$ cat src/rtl/pio_pkg.sv
package pio_pkg;
    localparam int unsigned PIO_ADDR_W = 2;

    typedef enum logic [PIO_ADDR_W-1:0] {
        SEL_LATCH = 2'd0,
        SEL_DIR   = 2'd1,
        SEL_PDINH = 2'd2,
        SEL_NONE  = 2'd3
    } pio_sel_e;
endpackage

$ cat src/rtl/pio_regs.sv
module pio_regs
    import pio_pkg::*;
#(
    parameter int unsigned WIDTH = 8
) (
    input  logic             clk,
    input  logic             rst_n,
    input  logic             wr_en,
    input  pio_sel_e         wr_sel,
    input  logic [WIDTH-1:0] wr_data,
    output logic [WIDTH-1:0] latch_q,
    output logic [WIDTH-1:0] dir_q,
    output logic [WIDTH-1:0] pdinh_q
);
    typedef struct packed {
        logic [WIDTH-1:0] latch;
        logic [WIDTH-1:0] dir;
        logic [WIDTH-1:0] pdinh;
    } bank_t;

    bank_t bank_d, bank_q;

    always_comb begin
        bank_d = bank_q;
        if (wr_en) begin
            case (wr_sel)
                SEL_LATCH: bank_d.latch = wr_data;
                SEL_DIR:   bank_d.dir   = wr_data;
                SEL_PDINH: bank_d.pdinh = wr_data;
                default:   bank_d       = bank_q;
            endcase
        end
    end

    always_ff @(posedge clk or negedge rst_n) begin
        if (!rst_n) begin
            bank_q <= '0;
        end else begin
            bank_q <= bank_d;
        end
    end

    assign latch_q = bank_q.latch;
    assign dir_q   = bank_q.dir;
    assign pdinh_q = bank_q.pdinh;
endmodule

$ cat src/rtl/pio_sync.sv
module pio_sync #(
    parameter int unsigned WIDTH  = 8,
    parameter int unsigned STAGES = 2
) (
    input  logic             clk,
    input  logic             rst_n,
    input  logic [WIDTH-1:0] async_in,
    output logic [WIDTH-1:0] sync_out
);
    typedef struct packed {
        logic [STAGES-1:0][WIDTH-1:0] stage;
    } chain_t;

    chain_t chain_d, chain_q;

    always_comb begin
        chain_d = chain_q;
        chain_d.stage[0] = async_in;
        for (int s = 1; s < STAGES; s++) begin
            chain_d.stage[s] = chain_q.stage[s-1];
        end
    end

    always_ff @(posedge clk or negedge rst_n) begin
        if (!rst_n) begin
            chain_q <= '0;
        end else begin
            chain_q <= chain_d;
        end
    end

    assign sync_out = chain_q.stage[STAGES-1];
endmodule

$ cat src/rtl/pio_pinmux.sv
module pio_pinmux #(
    parameter int unsigned WIDTH      = 8,
    parameter int unsigned SHARED_BIT = 5
) (
    input  logic [WIDTH-1:0] latch,
    input  logic [WIDTH-1:0] dir,
    input  logic [WIDTH-1:0] pdinh,
    input  logic             ovr_en,
    input  logic             ovr_data,
    output logic [WIDTH-1:0] pin_out,
    output logic [WIDTH-1:0] pin_oe,
    output logic [WIDTH-1:0] pin_pd
);
    for (genvar i = 0; i < WIDTH; i++) begin : g_pin
        if (i == SHARED_BIT) begin : g_shared
            always_comb begin
                if (ovr_en) begin
                    pin_out[i] = ovr_data;
                    pin_oe[i]  = 1'b1;
                    pin_pd[i]  = 1'b0;
                end else begin
                    pin_out[i] = latch[i];
                    pin_oe[i]  = dir[i];
                    pin_pd[i]  = ~dir[i] & ~pdinh[i];
                end
            end
        end else begin : g_plain
            always_comb begin
                pin_out[i] = latch[i];
                pin_oe[i]  = dir[i];
                pin_pd[i]  = ~dir[i] & ~pdinh[i];
            end
        end
    end
endmodule

$ cat src/rtl/pio_port.sv
module pio_port
    import pio_pkg::*;
#(
    parameter int unsigned WIDTH       = 8,
    parameter int unsigned SHARED_BIT  = 5,
    parameter int unsigned SYNC_STAGES = 2
) (
    input  logic                  clk,
    input  logic                  rst_n,
    input  logic [PIO_ADDR_W-1:0] reg_addr,
    input  logic                  reg_wr,
    input  logic [WIDTH-1:0]      reg_wdata,
    output logic [WIDTH-1:0]      reg_rdata,
    input  logic                  ser_en,
    input  logic                  ser_dout,
    input  logic [WIDTH-1:0]      pad_in,
    output logic [WIDTH-1:0]      pad_out,
    output logic [WIDTH-1:0]      pad_oe,
    output logic [WIDTH-1:0]      pad_pd
);
    pio_sel_e         sel;
    logic [WIDTH-1:0] latch_q, dir_q, pdinh_q, pin_sync;

    assign sel = pio_sel_e'(reg_addr);

    pio_regs #(.WIDTH(WIDTH)) u_regs (
        .clk     (clk),
        .rst_n   (rst_n),
        .wr_en   (reg_wr),
        .wr_sel  (sel),
        .wr_data (reg_wdata),
        .latch_q (latch_q),
        .dir_q   (dir_q),
        .pdinh_q (pdinh_q)
    );

    pio_sync #(.WIDTH(WIDTH), .STAGES(SYNC_STAGES)) u_sync (
        .clk      (clk),
        .rst_n    (rst_n),
        .async_in (pad_in),
        .sync_out (pin_sync)
    );

    pio_pinmux #(.WIDTH(WIDTH), .SHARED_BIT(SHARED_BIT)) u_mux (
        .latch    (latch_q),
        .dir      (dir_q),
        .pdinh    (pdinh_q),
        .ovr_en   (ser_en),
        .ovr_data (ser_dout),
        .pin_out  (pad_out),
        .pin_oe   (pad_oe),
        .pin_pd   (pad_pd)
    );

    always_comb begin
        reg_rdata = '0;
        case (sel)
            SEL_LATCH: begin
                for (int i = 0; i < WIDTH; i++) begin
                    reg_rdata[i] = dir_q[i] ? latch_q[i] : pin_sync[i];
                end
            end
            SEL_DIR:   reg_rdata = dir_q;
            SEL_PDINH: reg_rdata = pdinh_q;
            default:   reg_rdata = '0;
        endcase
    end
endmodule

$ cat config.mk
export PLATFORM = sky130hd
export DESIGN_NAME = pio_port
export DESIGN_NICKNAME = d
export VERILOG_FILES = /design/src/rtl/pio_pkg.sv /design/src/rtl/pio_regs.sv /design/src/rtl/pio_sync.sv /design/src/rtl/pio_pinmux.sv /design/src/rtl/pio_port.sv
export SDC_FILE = /design/constraint.sdc
export NUM_CORES = 1
export LEC_CHECK = 0
export ABC_AREA = 1
export BUFFER_PORTS_ARGS = -buffer_cell sky130_fd_sc_hd__buf_2
export CORE_MARGIN = 2
export CORE_UTILIZATION = 40
export DETAILED_ROUTE_END_ITERATION = 6
export PLACE_DENSITY = 0.67
export SLEW_MARGIN = 40
export SYNTH_ARGS = -nofsm -noshare
export SYNTH_HDL_FRONTEND = slang
export SYNTH_SLANG_ARGS = --single-unit
$ cat constraint.sdc
create_clock -name clk -period 0.9 [get_ports clk]
set_input_delay 0.135 -clock clk [delete_from_list [all_inputs] [get_ports clk]]
set_output_delay 0.135 -clock clk [all_outputs]
set_load 0.05 [all_outputs]
### After elaboration in Yosys (flattened, before gate mapping)

Cells that the tools add are included.
W data, S select, Z words.

| operators by class | value |
|---|---|
| eq/ne operators | 2 |
| multiplexer cells | 12 |
| bitwise gates (word level) | 24 |
| reductions and logical operators | 4 |

Operators with widths:

| cell | count |
|---|---|
| $pmux W8 S3 | 1 |
| $not A1 Y1 | 16 |
| $mux W1 | 11 |
| $and A1 B1 Y1 | 8 |
| $reduce_and A2 Y1 | 3 |
| $eq A2 B1 Y1 const B | 1 |
| $eq A2 B2 Y1 const B | 1 |
| $logic_not A2 Y1 | 1 |

| storage, ports and cells | value |
|---|---|
| register bits | 40 |
| input bits | 23 |
| output and inout port bits | 32 |
| word-level logic and storage cells | 47 |

### Logic depth before layout (Yosys ltp)

Gate-level depths: netlist of the first run.

| logic depth | value |
|---|---|
| depth in word-level cells | 3 |
| mapped depth | 5 |

### By module

From an unflattened synthesis of the first run, not the netlist that was laid out.

| unflattened totals | value |
|---|---|
| cell total of the unflattened synthesis | 244 |
| area, all modules | 2011.9 sq um |

By module, submodules not included:

| module | instances | cells each | area each (sq um) |
|---|---|---|---|
| pio_regs | 1 | 107 | 1047.3 |
| pio_port | 1 | 93 | 401.6 |
| pio_sync | 1 | 16 | 400.4 |
| pio_pinmux | 1 | 28 | 162.7 |

### Worst setup path after synthesis of the first run

Ideal clock, no wire load.

| timing | value |
|---|---|
| path kind | reg-to-output |
| start point | register u_regs.bank_q (netlist bit u_regs.dir_q[5]) |
| end point | output pad_pd[5] |
| data arrival time | 1521 ps |
| path slack | -756 ps |
| stages on the path, launching flop included | 3 |
| path buffers | 0 |
| cell sequence | dfrtp_1 or2_2 nor2_1 |

| on the way | value |
|---|---|
| cells in the longest elaborated chain, start to end | 3 |

RTL lines:

| element | line | text |
|---|---|---|
| start, declared | pio_regs.sv:21 | `bank_t bank_d, bank_q;` |
| start signal, assigned | pio_regs.sv:39 | `bank_q <= bank_d;` |
| $not A1 Y1 | pio_pinmux.sv:24 | `pin_pd[i] = ~dir[i] & ~pdinh[i];` |
| $and A1 B1 Y1 | pio_pinmux.sv:24 |  |
| $mux W1 | pio_pinmux.sv:17 | `if (ovr_en) begin` |
| end, declared | pio_port.sv:19 | `output logic [WIDTH-1:0] pad_pd` |

Every way passes these cells.

### Worst setup path after layout of the first run

Same ends and word-level chain as after synthesis.

==> flow_metrics.env, run 1 <==
export IMPL_viasPerCell=4.669
export IMPL_yosysSeqAreaShare_pct=52.02
export IMPL_maxCapViolations=0
export IMPL_dr_pass1_iters=4
export IMPL_yosysTopAreaCell="dfrtp_1"
export IMPL_clock_skew_ns=0.001078
export IMPL_die_w_um=73.36
export IMPL_fin_area_sq_um=3322
export IMPL_rows=25
export IMPL_start_util_pct=41.01
export IMPL_synth_nets=260
export IMPL_cts_sinks=40
export IMPL_die_y_um=73.36
export IMPL_antenna_found_initial=0
export IMPL_cts_tree="yes"
export IMPL_ff2ff_path_depth=4
export IMPL_path_buf_inv=1
export IMPL_report_final_slew_viol_count=0
export IMPL_timing_rr_start="u_regs.dir_q[1]$_DFFE_PN0P_"
export IMPL_synthMuxAreaShare_pct=0
export IMPL_grt_ovfl_total=0
export IMPL_rsz0062_at_grt="yes"
export IMPL_path_clk_slew_ns=0.07
export IMPL_hold_path_end="u_regs.pdinh_q[5]$_DFFE_PN0P_"
export IMPL_critPathMaxStageDelay_ns=0.44
export IMPL_synth_top_area_share_pct=52.02
export IMPL_final_core_util_pct=70.80
export IMPL_r2r_slack_ns=0
export IMPL_worstPathArrival_ns=1.21
export IMPL_ys_warn_count=0
export IMPL_synth_top_family_by_area="simple AND/OR/NAND/NOR gates"
export IMPL_drt_wl_total_mm=5.097
export IMPL_htree_levels=2
export IMPL_slowest_stage="dfrtp_2"
export IMPL_antenna_cells=0
export IMPL_synth_seq_cells=40
export IMPL_syn_to_final_growth_pct=72.63
export IMPL_clk_latency_ns=0.29
export IMPL_dpl_cell_area_sq_um=2671
export IMPL_crit_cells=3
export IMPL_wl_per_cell_um=13.07
export IMPL_clockRootBuffer="clkbuf_8"
export IMPL_io_buffers=54
export IMPL_setup_viol=32
export IMPL_die_area_sq_um=5382
export IMPL_fmax_mhz=742.1
export IMPL_synth_cell_area_sq_um=1924
export IMPL_grtUsageTotal_pct=21.75
export IMPL_cp_data_required_time_ns=0.76
export IMPL_synth_xor_area_share_pct=0
export IMPL_crit_fanout=5
export IMPL_violations="negative setup slack"
export IMPL_relSlewSlack_pct=82.63
export IMPL_ir_worst_vdd_mv=1.082
export IMPL_synth_cell_types=15
export IMPL_worst_slew_pin_slew_ns=0.2602
export IMPL_grt_pass1_vias=1925
export IMPL_avgSynthCellArea_sq_um=8.120
export IMPL_place_gp_congestion=0.8158
export IMPL_path_delay_family="flip-flops"
export IMPL_dp_hpwl_mm=3.349
export IMPL_drc_errors=0
export IMPL_critPathKind="register to output pin"
export IMPL_power_total_mw=6.495
export IMPL_vias=1821
export IMPL_cts_inserted_buffers=5
export IMPL_fin_ws_ns=-0.4475
export IMPL_finalCritPeriodShare_pct=149.7
export IMPL_endpoint_kind="output pin"
export IMPL_holdWs_ns=0.06367
export IMPL_io_pins=55
export IMPL_worstHoldStart="reg_wdata[5]"
export IMPL_ant_nets=0
export IMPL_grt_pass1_wl_mm=8.687
export IMPL_layout_min_cycle_time_ns=1.348
export IMPL_power_density_nw_per_um2=1955
export IMPL_synthAdderAreaFrac_pct=0
export IMPL_postSynthCellCount=237
export IMPL_hold_depth=3
export IMPL_layout_drive_gt1_share_pct=51.19
export IMPL_synth_simple_gate_area_share_pct=32.83
export IMPL_start_kind="register"
export IMPL_hold_class="input port to register"
export IMPL_drt_initial_drc_count=162
export IMPL_status="finished with violations"
export IMPL_p_leak_nw=1.716
export IMPL_synth_compound_area_share_pct=0.2601
export IMPL_reg2reg_to="u_regs.dir_q[1]$_DFFE_PN0P_"
export IMPL_clock_path_buffers=2
export IMPL_fin_nets=358
export IMPL_coreArea_sq_um=4692
export IMPL_grt_max_degree=33
export IMPL_synth_area_leaders="dfrtp_1, nand2_1, nand3_1, inv_1, buf_4"
export IMPL_final_hold_viol_count=0
export IMPL_path_cells="or2_4 -> nor2_4 -> buf_8"
## report_power, final
group          leakage [nW]  internal (mW)  switching, mW  total, mW
clock network        0.0455          0.625          0.588       1.21
registers             0.480           2.01          0.183       2.19
logic                  1.19           1.38           1.71       3.09
total                  1.72           4.01           2.48       6.50
## placed cells by master, fill, tap and decap left out, drive strengths merged
cell,instances
inv,35
dlygate4sd3,9
clkbuf,8
buf,100
dfrtp,40
clkinv,1
nand3,34
or2,1
o21ai,1
nor2,9
nand2,98
## worst max path at each step
stage	slack, ns	from	end
global route	-0.50	u_regs.dir_q[5]$_DFFE_PN0P_	pad_pd[5]
CTS	-0.47	u_regs.dir_q[5]$_DFFE_PN0P_	pad_pd[5]
finish	-0.45	u_regs.dir_q[5]$_DFFE_PN0P_	pad_pd[5]
detailed placement	-0.29	reg_addr[1]	reg_rdata[4]
global placement	-0.28	reg_addr[1]	reg_rdata[5]
floorplan	-0.25	u_regs.dir_q[5]$_DFFE_PN0P_	pad_pd[5]
## tightest hold or removal path: cells and delay by family
kind | cells | cell delay, ns
buf+inv | 1 | 0.10
simple gates | 2 | 0.09
## what timing repair did
item | in CTS | in global routing
endpoints found under the hold margin | 48 | 0
hold buffers | 9 | 0
setup endpoints to repair | 32 | 32
buffers inserted | 5 | 7
pin swaps | 18 | 17
gates resized for setup | 107 | 29
## state kept, by name (all words and copies together), names as in the netlist
name	count
u_regs.latch_q	8
u_regs.pdinh_q	8
u_sync.sync_out	8
u_regs.dir_q	8
u_sync.chain_d	8
## through the flow
stage	setup TNS, ns	setup WS, ns	cells
2_1_floorplan	-0.3598	-0.2520	237
3_3_place_gp	-6.775	-0.2792	367
3_5_place_dp	-7.100	-0.2914	367
4_1_cts	-9.845	-0.4735	388
5_1_grt	-11.15	-0.4994	390
6_report	-9.776	-0.4475	390
## cell families (layout without fill, tap and decap cells)
logic type | after synthesis | in the layout
compound gates | 1 | 1
buf+inv | 54 | 153
flops | 40 | 40
simple gates | 142 | 142
## layer usage
layer  part of all wire [%]  routed length [um]  global-route usage, %  vias to the layer above
li1                       -                   -                      -                      895
met3                    4.5                 230                  3.704                       10
met4                    2.9                 149                  10.30                        0
met2                     53                2684                  35.84                       55
met5                      0                   0                      0                        -
met1                     40                2032                  27.82                      861
## cells in the mapped netlist
cell / instances
buf_4: 14
buf_6: 4
clkinv_2: 1
dfrtp_1: 40
inv_1: 32
inv_2: 3
nand2_1: 97
nand2_2: 1
nand3_1: 30
nand3_2: 2
nand3_4: 2
nor2_1: 8
nor2_8: 1
o21ai_0: 1
or2_2: 1
## area by class of cell
| cell class | instances | area, sq um |
|---|---|---|
| multi-input combinational | 143 | 880.8 |
| inverter | 36 | 136.4 |
| fill | 351 | 1370 |
| tap | 54 | 67.56 |
| clock buffer | 8 | 90.09 |
| timing repair buffer | 109 | 1140 |
| sequential | 40 | 1007 |
Note: power is estimated with default switching activity, not from simulation.
==> run 2: changes to the inputs <==
TNS_END_PERCENT = 50   (was unset)
==> run 2 against run 1 <==
Against the previous run: the run still ends with negative setup slack left; final area decreased by 10%; non-clock buffer count decreased by 7; register-to-register slack improved by 0.08 ns; power decreased by 4.2%; routed wire length decreased by 7.5%; via count decreased by 3.3%; sequential cell count unchanged; maximum frequency increased by 0.20%; critical path type unchanged; cell count decreased by 1.8%; critical path depth unchanged; clock skew increased by 0.0075 ns; core utilization decreased by 7.3 points.
==> flow_metrics.env, run 2 (synthesis results as in run 1) <==
export IMPL_status="finished with violations"
export IMPL_violations="negative setup slack"
export IMPL_die_y_um=73.36
export IMPL_grtUsageTotal_pct=19.91
export IMPL_fmax_mhz=743.6
export IMPL_start_kind="register"
export IMPL_hold_class="input port to register"
export IMPL_path_cells="or2_4 -> nor2_4 -> buf_8"
export IMPL_die_area_sq_um=5382
export IMPL_grt_use_met2_pct=33.03
export IMPL_power_frac_seq_pct=35.0
export IMPL_coreArea_sq_um=4692
export IMPL_met1_usage_pct=25.48
export IMPL_grt_pass1_wl_mm=8.073
export IMPL_path_buf_inv=1
export IMPL_report_final_slew_viol_count=0
export IMPL_htree_levels=2
export IMPL_switching_share_pct=37.49
export IMPL_worstPathArrival_ns=1.21
export IMPL_worst_slew_pin_slew_ns=0.2576
export IMPL_cts_sinks=40
export IMPL_met3_usage_pct=5.350
export IMPL_grt_pass1_vias=1759
export IMPL_p_int_mw=3.891
export IMPL_drc_errors=0
export IMPL_wl_per_cell_um=12.31
export IMPL_rows=25
export IMPL_clockRootBuffer="clkbuf_8"
export IMPL_crit_fanout=5
export IMPL_path_clk_slew_ns=0.08
export IMPL_place_gp_congestion=0.7906
export IMPL_maxCapViolations=0
export IMPL_final_cell_mix="nand2_1, dfrtp_1, buf_6"
export IMPL_rsz0062_at_grt="yes"
export IMPL_pwr_share_clk_pct=23.1
export IMPL_power_density_nw_per_um2=2089
export IMPL_antenna_found_initial=0
export IMPL_cts_inserted_buffers=5
export IMPL_drt_initial_drc_count=94
export IMPL_layout_drive_gt1_share_pct=42.55
export IMPL_finalCritPeriodShare_pct=149.4
export IMPL_fin_nets=351
export IMPL_dpl_cell_area_sq_um=2474
export IMPL_cts_tree="yes"
export IMPL_endpoint_kind="output pin"
export IMPL_die_w_um=73.36
export IMPL_slowest_stage="dfrtp_1"
export IMPL_fill_cells=410
export IMPL_fin_ws_ns=-0.4448
export IMPL_cp_data_required_time_ns=0.76
export IMPL_power_switching_mw=2.334
export IMPL_io_buffers=54
export IMPL_start_util_pct=41.01
export IMPL_final_core_util_pct=63.52
export IMPL_grt_busiest_layer="met2"
export IMPL_setup_viol=32
export IMPL_final_hold_viol_count=0
export IMPL_grt_ovfl_total=0
export IMPL_vias=1761
export IMPL_path_delay_family="flip-flops"
export IMPL_dr_pass1_iters=4
export IMPL_io_pins=55
export IMPL_instances_no_fill=383
export IMPL_fin_area_sq_um=2980
export IMPL_clock_skew_ns=0.008538
export IMPL_antenna_cells=0
export IMPL_syn_to_final_growth_pct=54.88
export IMPL_p_leak_nw=1.617
export IMPL_viasPerCell=4.598
export IMPL_power_total_mw=6.225
export IMPL_mostFrequentLayoutCell="nand2_1"
export IMPL_ir_worst_vdd_mv=1.107
export IMPL_holdWs_ns=0.06557
export IMPL_critPathMaxStageDelay_ns=0.42
export IMPL_relSlewSlack_pct=82.82
export IMPL_ant_nets=0
export IMPL_clk_latency_ns=0.29
export IMPL_layout_min_cycle_time_ns=1.345
export IMPL_dp_hpwl_mm=3.129
export IMPL_p_comb_share_pct=41.9
export IMPL_dpl_cell_count=362
export IMPL_drt_wl_total_mm=4.716
export IMPL_critPathKind="register to output pin"
export IMPL_grt_max_degree=41
export IMPL_clock_path_buffers=2
run 2: cell types whose count changed in the layout (fill, tap and decap cells not counted), moves of 3 or more:
cell,before,now
buf_8,26,4
buf_6,23,33
inv_1,20,29
nand2_2,12,7
nand3_1,20,25
inv_2,15,6
nand2_4,6,0
buf_12,6,2
nand2_1,78,91
buf_4,22,31
nand3_2,10,7
run 2: final timing paths:
| path | start | to | cells after the start | slack, ns |
|---|---|---|---|---|
| setup / recovery | u_regs.dir_q[5]$_DFFE_PN0P_ | pad_pd[5] | 3 | -0.44 |
| hold / removal | reg_wdata[1] | u_regs.dir_q[1]$_DFFE_PN0P_ | 3 | 0.07 |
| setup reg to reg | u_regs.dir_q[0]$_DFFE_PN0P_ | u_regs.dir_q[0]$_DFFE_PN0P_ | 3 | 0.08 |
| hold reg to reg | u_sync.chain_d[8]$_DFF_PN0_ | u_sync.sync_out[0]$_DFF_PN0_ | 0 | 0.34 |
| max in group asynchronous | rst_n | u_regs.dir_q[7]$_DFFE_PN0P_ | 3 | 0.35 |
| min in group asynchronous | rst_n | u_regs.pdinh_q[3]$_DFFE_PN0P_ | 3 | 0.34 |
run 2: worst min-delay path: cells and delay by family:
kind                   cells  cell delay (ns)
buffers and inverters      1             0.10
and+or+nand+nor            2             0.10
run 2: power groups by stage:
| stage | Combinational [mW] | Clock, mW | Sequential [mW] |
|---|---|---|---|
| 2_1_floorplan | 1.52 | 0 | 2.23 |
| 3_3_place_gp | 2.08 | 0 | 2.18 |
| 3_5_place_dp | 2.11 | 0 | 2.19 |
| 4_1_cts | 2.53 | 1.48 | 2.17 |
| 5_1_grt | 2.78 | 1.57 | 2.21 |
| 6_report | 2.61 | 1.44 | 2.18 |
run 2: layout make-up:
type                            instances  area, sq um  area share (%)
Clock buffer                            6        72.57           2.435
Clock inverter                          2        35.03           1.175
Inverter                               36        136.4           4.576
Multi-Input combinational cell        143        750.7           25.19
Sequential cell                        40         1008           33.84
Tap cell                               54        67.56           2.267
Timing Repair Buffer                  102        909.6           30.52
run 2: timing repair:
action,CTS,global route
endpoints found under the setup margin,32,32
hold buffers,9,0
pin swaps,17,9
buffers inserted,0,4
endpoints found under the hold margin,48,0
gates resized for setup,75,17
run 2: stage by stage:
stage | TNS (ns) | worst slack [ns]
after global placement | -5.823 | -0.2426
after global routing | -11.15 | -0.4974
final | -9.486 | -0.4448
after floorplan | -1.723 | -0.2520
after CTS | -9.755 | -0.4661
after detailed placement | -6.280 | -0.2618
run 2: routing by layer:
metal / part of all wire (%) / routed length [um]
met2: 52 / 2445
met5: 0 / 0
met3: 4.7 / 220
met1: 42 / 1997
met4: 1.1 / 53
==> run 3: changes to the inputs <==
GPL_ROUTABILITY_DRIVEN = 0   (was unset)
PLACE_DENSITY = 0.73   (was 0.67)
==> run 3 against run 2 <==
Against the previous run: the run still ends with negative setup slack left; maximum frequency decreased by 1.1%; clock power shrank 26%; routed wire length shrank 2.3%; cell count down 1.0%; via count decreased by 0.97%; global-route usage down 0.98 points; core utilization decreased by 0.45 points; die area is the same; register-to-register slack got worse by 0.04 ns; critical path depth unchanged; combinational power up 2%; hold slack got worse by 0.0047 ns; critical path type unchanged; highest routed layer unchanged.
==> flow_metrics.env, run 3 (synthesis results as in run 1) <==
export IMPL_status="finished with violations"
export IMPL_violations="negative setup slack"
export IMPL_critPathKind="register to output pin"
export IMPL_viasPerCell=4.602
export IMPL_finalCritPeriodShare_pct=151.1
export IMPL_io_pins=55
export IMPL_coreArea_sq_um=4692
export IMPL_grtUsageTotal_pct=18.93
export IMPL_fin_ws_ns=-0.4598
export IMPL_worst_slew_pin_slew_ns=0.3647
export IMPL_grt_pass1_vias=1661
export IMPL_report_final_slew_viol_count=0
export IMPL_start_util_pct=41.01
export IMPL_power_switching_mw=2.310
export IMPL_dp_slack_ns=-0.3222
export IMPL_layout_drive_gt1_share_pct=43.08
export IMPL_power_frac_seq_pct=37.0
export IMPL_worstPathArrival_ns=1.22
export IMPL_crit_fanout=5
export IMPL_antenna_found_initial=0
export IMPL_pwr_share_clk_pct=18.0
export IMPL_maxCapViolations=0
export IMPL_clock_path_buffers=2
export IMPL_grt_pass1_wl_mm=7.514
export IMPL_vias=1744
export IMPL_p_comb_share_pct=45.1
export IMPL_io_buffers=54
export IMPL_cts_inserted_buffers=5
export IMPL_endpoint_kind="output pin"
export IMPL_drc_errors=0
export IMPL_final_cell_mix="nand2_1, dfrtp_1, buf_6"
export IMPL_hold_class="input port to register"
export IMPL_path_clk_slew_ns=0.07
export IMPL_clock_skew_ns=0.0004888
export IMPL_rows=25
export IMPL_die_y_um=73.36
export IMPL_cts_tree="yes"
export IMPL_switching_share_pct=38.93
export IMPL_die_area_sq_um=5382
export IMPL_syn_to_final_growth_pct=53.77
export IMPL_dp_hpwl_mm=3.172
export IMPL_fin_area_sq_um=2959
export IMPL_grt_max_degree=41
export IMPL_start_kind="register"
export IMPL_cts_sinks=40
export IMPL_final_hold_viol_count=0
export IMPL_drt_initial_drc_count=114
export IMPL_wl_per_cell_um=12.15
export IMPL_ant_nets=0
export IMPL_setup_viol=32
export IMPL_antenna_cells=0
export IMPL_relSlewSlack_pct=75.69
export IMPL_instances_no_fill=379
export IMPL_dpl_cell_count=363
export IMPL_dr_pass1_iters=4
export IMPL_die_w_um=73.36
export IMPL_htree_levels=2
export IMPL_fin_nets=350
export IMPL_ir_worst_vdd_mv=1.002
export IMPL_p_leak_nw=1.600
export IMPL_grt_ovfl_total=0
export IMPL_clockRootBuffer="clkbuf_8"
export IMPL_dpl_cell_area_sq_um=2469
export IMPL_p_int_mw=3.624
export IMPL_layout_min_cycle_time_ns=1.360
export IMPL_rsz0062_at_grt="yes"
export IMPL_cp_data_required_time_ns=0.76
export IMPL_power_density_nw_per_um2=2005
export IMPL_mostFrequentLayoutCell="nand2_1"
export IMPL_fmax_mhz=735.4
export IMPL_drt_wl_total_mm=4.606
export IMPL_clk_latency_ns=0.29
==> run 3: cell types whose count changed in the layout (fill, tap and decap cells not counted) <==
cell,before,now
buf_4,31,27
clkbuf_1,1,0
clkinv_2,2,1
bufinv_16,1,0
buf_12,2,1
buf_8,4,8
nand2_1,91,88
nand2_2,7,10
==> run 3: area by class of cell <==
class	instances	area, sq um
sequential	40	1008
multi-input combinational	143	758.2
inverter	36	136.4
timing repair buffer	101	919.6
tap	54	67.56
fill	400	1733
clock buffer	5	68.82
==> run 3: power by group through the flow <==
stage | sequential (mW) | combinational, mW | clock (mW)
2_1_floorplan | 2.23 | 1.52 | 0
3_3_place_gp | 2.19 | 2.12 | 0
3_5_place_dp | 2.19 | 2.15 | 0
4_1_cts | 2.17 | 2.60 | 1.11
5_1_grt | 2.22 | 2.84 | 1.20
6_report | 2.19 | 2.67 | 1.07
==> run 3: per-layer routing <==
metal | wire, um | GRT usage (%) | up-vias
li1 | - | - | 874
met1 | 2051 | 25.24 | 814
met2 | 2195 | 28.83 | 50
met3 | 278 | 6.036 | 6
met4 | 80 | 7.273 | 0
met5 | 0 | 0 | -
==> run 3: metrics by stage <==
stage                     power (mW)  hold slack, ns  setup TNS [ns]  util [%]
after global routing           6.250         0.06207          -11.14     63.07
after global placement         4.304          0.1181          -5.925     52.61
final                          5.934         0.06086          -9.693     63.07
after detailed placement       4.339          0.1209          -6.993     52.61
after CTS                      5.880         0.05579          -10.15     61.44
after floorplan                3.752         -0.1606          -1.723         -
==> run 3: timing repair <==
action / 4_1_cts / 5_1_grt
hold endpoints to repair: 48 / 0
endpoints found under the setup margin: 32 / 32
pin swaps: 18 / 10
hold buffers: 9 / 0
gates resized for setup: 77 / 26
setup buffers: 2 / 1
cloned: 0 / 0
==> run 3: final timing paths <==
path	start	to	slack [ns]	cells after the start
hold / removal	reg_wdata[6]	u_regs.dir_q[6]$_DFFE_PN0P_	0.06	3
setup reg to reg	u_regs.pdinh_q[3]$_DFFE_PN0P_	u_regs.pdinh_q[3]$_DFFE_PN0P_	0.04	4
setup / recovery	u_regs.dir_q[5]$_DFFE_PN0P_	pad_pd[5]	-0.46	3
max in group asynchronous	rst_n	u_regs.dir_q[1]$_DFFE_PN0P_	0.35	3
min in group asynchronous	rst_n	u_sync.chain_d[12]$_DFF_PN0_	0.34	3
hold reg to reg	u_sync.chain_d[13]$_DFF_PN0_	u_sync.sync_out[5]$_DFF_PN0_	0.35	0
==> run 3: critical path, cell delays in order, from the launching register on <==
cell	delay [ns]
dfrtp_2	0.44
or2_4	0.25
nor2_4	0.09
buf_8	0.15
